`config.mk`:
```
export PLATFORM = sky130hd
export DESIGN_NAME = part_adder
export DESIGN_NICKNAME = d
export VERILOG_FILES = /design/src/rtl/part_pkg.sv /design/src/rtl/part_mask_reg.sv /design/src/rtl/part_carry_chain.sv /design/src/rtl/part_result_reg.sv /design/src/rtl/part_adder.sv
export SDC_FILE = /design/constraint.sdc
export NUM_CORES = 1
export LEC_CHECK = 0
export BUFFER_PORTS_ARGS = -buffer_cell sky130_fd_sc_hd__clkbuf_2
export CAP_MARGIN = 20
export CORE_MARGIN = 2
export CORE_UTILIZATION = 45
export DETAILED_ROUTE_END_ITERATION = 16
export PLACE_DENSITY = 0.74
export SLEW_MARGIN = 10
export SYNTH_ARGS = -nofsm -noshare
export SYNTH_HDL_FRONTEND = slang
export SYNTH_SLANG_ARGS = --single-unit
```
`constraint.sdc`:
```
create_clock -name clk_i -period 19.3 [get_ports clk_i]
set_input_delay 3.86 -clock clk_i [delete_from_list [all_inputs] [get_ports clk_i]]
set_output_delay 3.86 -clock clk_i [all_outputs]
set_load 0.01 [all_outputs]
```
`src/rtl/part_pkg.sv`:
```
package part_pkg;
  localparam int unsigned WORD_W = 32;
  typedef logic [WORD_W-1:0] word_t;
endpackage

```
`src/rtl/part_mask_reg.sv`:
```
module part_mask_reg #(
  parameter int unsigned W = part_pkg::WORD_W
) (
  input  logic         clk_i,
  input  logic         rst_ni,
  input  logic         we_i,
  input  logic [W-1:0] d_i,
  output logic [W-1:0] q_o
);
  always_ff @(posedge clk_i or negedge rst_ni) begin
    if (!rst_ni)   q_o <= '0;
    else if (we_i) q_o <= d_i;
  end

  assert_mask_load_R7: assert property (@(posedge clk_i) disable iff (!rst_ni)
    we_i |=> q_o == $past(d_i));
  assert_mask_hold_R7: assert property (@(posedge clk_i) disable iff (!rst_ni)
    !we_i |=> $stable(q_o));
endmodule

```
`src/rtl/part_carry_chain.sv`:
```
module part_carry_chain #(
  parameter int unsigned W = part_pkg::WORD_W
) (
  input  logic [W-1:0] a_i,
  input  logic [W-1:0] b_i,
  input  logic [W-1:0] brk_i,
  output logic [W-1:0] sum_o
);
  logic [W-1:0] cy;   // raw carry into each bit
  logic [W-1:0] cin;  // carry after partition gating

  assign cy[0] = 1'b0;

  for (genvar i = 0; i < W; i++) begin : g_bit
    assign cin[i]   = cy[i] & ~brk_i[i];
    assign sum_o[i] = a_i[i] ^ b_i[i] ^ cin[i];
    if (i < W - 1) begin : g_cy
      // carry out of the top bit is dropped
      assign cy[i+1] = (a_i[i] & b_i[i]) | (cin[i] & (a_i[i] ^ b_i[i]));
    end
  end
endmodule

```
`src/rtl/part_result_reg.sv`:
```
module part_result_reg #(
  parameter int unsigned W = part_pkg::WORD_W
) (
  input  logic         clk_i,
  input  logic         rst_ni,
  input  logic         load_i,
  input  logic [W-1:0] d_i,
  output logic [W-1:0] sum_o,
  output logic         valid_o
);
  always_ff @(posedge clk_i or negedge rst_ni) begin
    if (!rst_ni) begin
      sum_o   <= '0;
      valid_o <= 1'b0;
    end else begin
      valid_o <= load_i;
      if (load_i) sum_o <= d_i;
    end
  end

  assert_valid_follows_R2: assert property (@(posedge clk_i) disable iff (!rst_ni)
    load_i |=> valid_o && sum_o == $past(d_i));
  assert_idle_hold_R8: assert property (@(posedge clk_i) disable iff (!rst_ni)
    !load_i |=> !valid_o && $stable(sum_o));
endmodule

```
`src/rtl/part_adder.sv`:
```
module part_adder #(
  parameter int unsigned W = part_pkg::WORD_W
) (
  input  logic         clk_i,
  input  logic         rst_ni,
  input  logic         mask_we_i,
  input  logic [W-1:0] mask_i,
  input  logic         in_valid_i,
  input  logic [W-1:0] a_i,
  input  logic [W-1:0] b_i,
  output logic [W-1:0] sum_o,
  output logic         valid_o
);
  logic [W-1:0] mask_q;
  logic [W-1:0] sum_d;

  part_mask_reg #(.W(W)) u_mask (
    .clk_i (clk_i),
    .rst_ni(rst_ni),
    .we_i  (mask_we_i),
    .d_i   (mask_i),
    .q_o   (mask_q)
  );

  part_carry_chain #(.W(W)) u_chain (
    .a_i  (a_i),
    .b_i  (b_i),
    .brk_i(mask_q),
    .sum_o(sum_d)
  );

  part_result_reg #(.W(W)) u_res (
    .clk_i  (clk_i),
    .rst_ni (rst_ni),
    .load_i (in_valid_i),
    .d_i    (sum_d),
    .sum_o  (sum_o),
    .valid_o(valid_o)
  );

  assert_plain_sum_R3: assert property (@(posedge clk_i) disable iff (!rst_ni)
    (in_valid_i && mask_q == '0) |=> sum_o == $past(a_i + b_i));
  assert_no_carry_R9: assert property (@(posedge clk_i) disable iff (!rst_ni)
    (in_valid_i && mask_q == '1) |=> sum_o == $past(a_i ^ b_i));
  assert_msb_field_R4: assert property (@(posedge clk_i) disable iff (!rst_ni)
    (in_valid_i && mask_q[W-1]) |=> sum_o[W-1] == $past(a_i[W-1] ^ b_i[W-1]));
endmodule

```
==> metrics <==
setup violators final=0; TritonCTS clock tree=yes; DR WL/cell=13.2 µm; row count=31; net count after synthesis=approximately 370; largest net degree at the start of global routing=between 60 and 70; post-synthesis cell type count=14; most frequent cells in the layout=clkbuf_2 (130), dfrtp_1 (64), mux2_2 (49); root buffer cell=clkbuf_8; Port Buffer Count=between 100 and 150; die area=between 8000 and 9000 µm²; number of vias per cell=4.45; most common cell after layout, fill and taps aside=clkbuf_2; Die Height=approximately 90 µm; slowest cell delay on critical path=between 300 and 400 ps; RePlAce Congestion=0.798; vias in the first global route=2358; post-DP HPWL=4.87 mm; sequential element share of the synthesized area=48.1%; CP Launch Type=input port; Ant. Diodes=0; Placement Setup Slack=~640 ps; Syn. warnings=0; Clock transition at path regs=about 70 ps; placed cells=between 400 and 500; fillcell total=around 620; layout cell share with drive strength beyond 1=a little under three fifths; syn avg cell area=14.0 µm²; DR iter-0 viols=47; post-synthesis register bit count=64; Die W=approximately 90 µm; worst vdd ir=between 0.04 and 0.05 mV; Antenna Nets Post-Route=0; Crit path required time=around 20000 ps; FF+latch area=1600 µm²; Max Clk Rate=between 50 and 60 MHz; WL final=~6.3 mm; gr usage total=16.5%; 1st-pass router iterations=4; Final period util=~94%; Initial Util=a little under half; setup TNS=0 ps; Synth Cell Area=between 3000 and 4000 µm²; clock skew=roughly 5.2 ps; PwrDens=about 83 nW/µm²; I/O pin cnt=between 100 and 150; Crit-path slowest cell=fa_1; RSZ-0062 raised after global routing=no; Leakage=about 2.2 nW; TritonCTS Buffers=9; first-pass GRT wire length=10.6 mm; clock tree buffer depth=2; final core utilization=between 50% and 60%; number of sinks on the clock net=64; CP max FO=1; vias post-DR=2113; Critical Path End Type=flop; crit-path most repeated cell=fa_1; Remaining DRCs=0; Worst Hold Class=reg -> reg; core area=slightly above 7000 µm²; Setup CP Type=in -> reg; H-tree levels=3; slew of the pin with the lowest slew margin=~820 ps; final hold vios=0; non-filler cells, final=~480; Pwr Total=between 0.3 and 0.4 mW; Slew HR=45.4%; Syn-to-layout area delta=27.4%; Final Critical Period=around 18000 ps; Cells after Synth=~240; area of the multi-input gates=~1500 µm²; Slew Viols, Final=0; status=complete, no violations; max cap viols=0; crit path DAT=between 15000 and 20000 ps; Worst-Skew Late Latency=roughly 320 ps; initial antenna violation count=0; Congestion Overflow GR=0; fin worst setup slack=between 1000 and 1500 ps; NumNets Final=505; hold-fix buffers at CTS=0
-- sequential cells by signal, indices dropped and copies added, names as in the netlist --
| register | cells |
|---|---|
| u_mask.q_o | 31 |
| u_res.sum_o | 32 |
| u_res.valid_o | 1 |
-- Yosys cell counts --
master    instances  area [µm²]
nand2b_1          2        12.5
ha_1              1        12.5
dfrtp_1          64        1600
inv_1            39         146
nor2b_1          16         100
buf_6             3        33.8
fa_1             30         601
or2_2            11        68.8
buf_4             4        30.0
mux2_4            1        15.0
mux2_2           49         552
xnor2_1           2        17.5
mux2i_1          13         130
nor2_1            2        7.51
-- stage by stage --
step	hold slack, ps	instance area [µm²]
after detailed placement	489	4060
final	500	4240
after global placement	483	4060
after CTS	504	4240
after global routing	518	4240
after floorplan	471	3330
-- metal layers --
layer	share of wire [%]	track usage (%)
met3	5.2	3.86
met5	0	0
met2	51	27.0
met1	42	20.5
met4	2.0	8.59
-- final cells by class --
type                       count  area share [%]
sequential                    64            37.8
multi-input combinational    127            35.8
timing repair buffer         133            15.8
clock buffer                  13            4.22
inverter                      39            3.45
tap                           99            2.92
-- worst max-delay path: cells and delay by family --
family,cells,cell delay [ps]
multiplexers,1,260
XOR/XNOR,1,70
AND/OR/NAND/NOR,31,6350
buffers and inverters,1,80
adder cells (fa/ha/maj),31,7760
-- report_power, final --
part / internal (mW) / switching, mW / total, mW
clock network: 0.0586 / 0.0459 / 0.105
logic: 0.0427 / 0.0382 / 0.0810
registers: 0.156 / 0.0111 / 0.167
total: 0.257 / 0.0952 / 0.353
-- path summary, 6_finish.rpt --
check | from | endpoint | slack, ps | cells after the start
max | a_i[0] | u_res.sum_o[31] | 1140 | 65
min | u_mask.q_o[6] | u_mask.q_o[6] | 500 | 1
max reg2reg | u_mask.q_o[1] | u_res.sum_o[31] | 4450 | 63
min reg2reg | u_mask.q_o[6] | u_mask.q_o[6] | 500 | 1
max in group asynchronous | rst_ni | u_res.sum_o[17] | 15070 | 2
min in group asynchronous | rst_ni | u_res.sum_o[6] | 3700 | 2
-- timing repair --
action,in CTS,in global routing
resized for setup,0,1
setup endpoints to repair,0,1
buffers inserted,0,0
-- kinds of logic after synthesis --
| family | Yosys count | synth area share (%) |
|---|---|---|
| simple gates | 31 | 5.68 |
| buf+inv | 46 | 6.32 |
| fa+ha+maj | 31 | 18.4 |
| xor+xnor | 2 | 0.526 |
| mux | 63 | 20.9 |
| flops | 64 | 48.1 |
No activity file was read; power rests on OpenSTA's default activity.
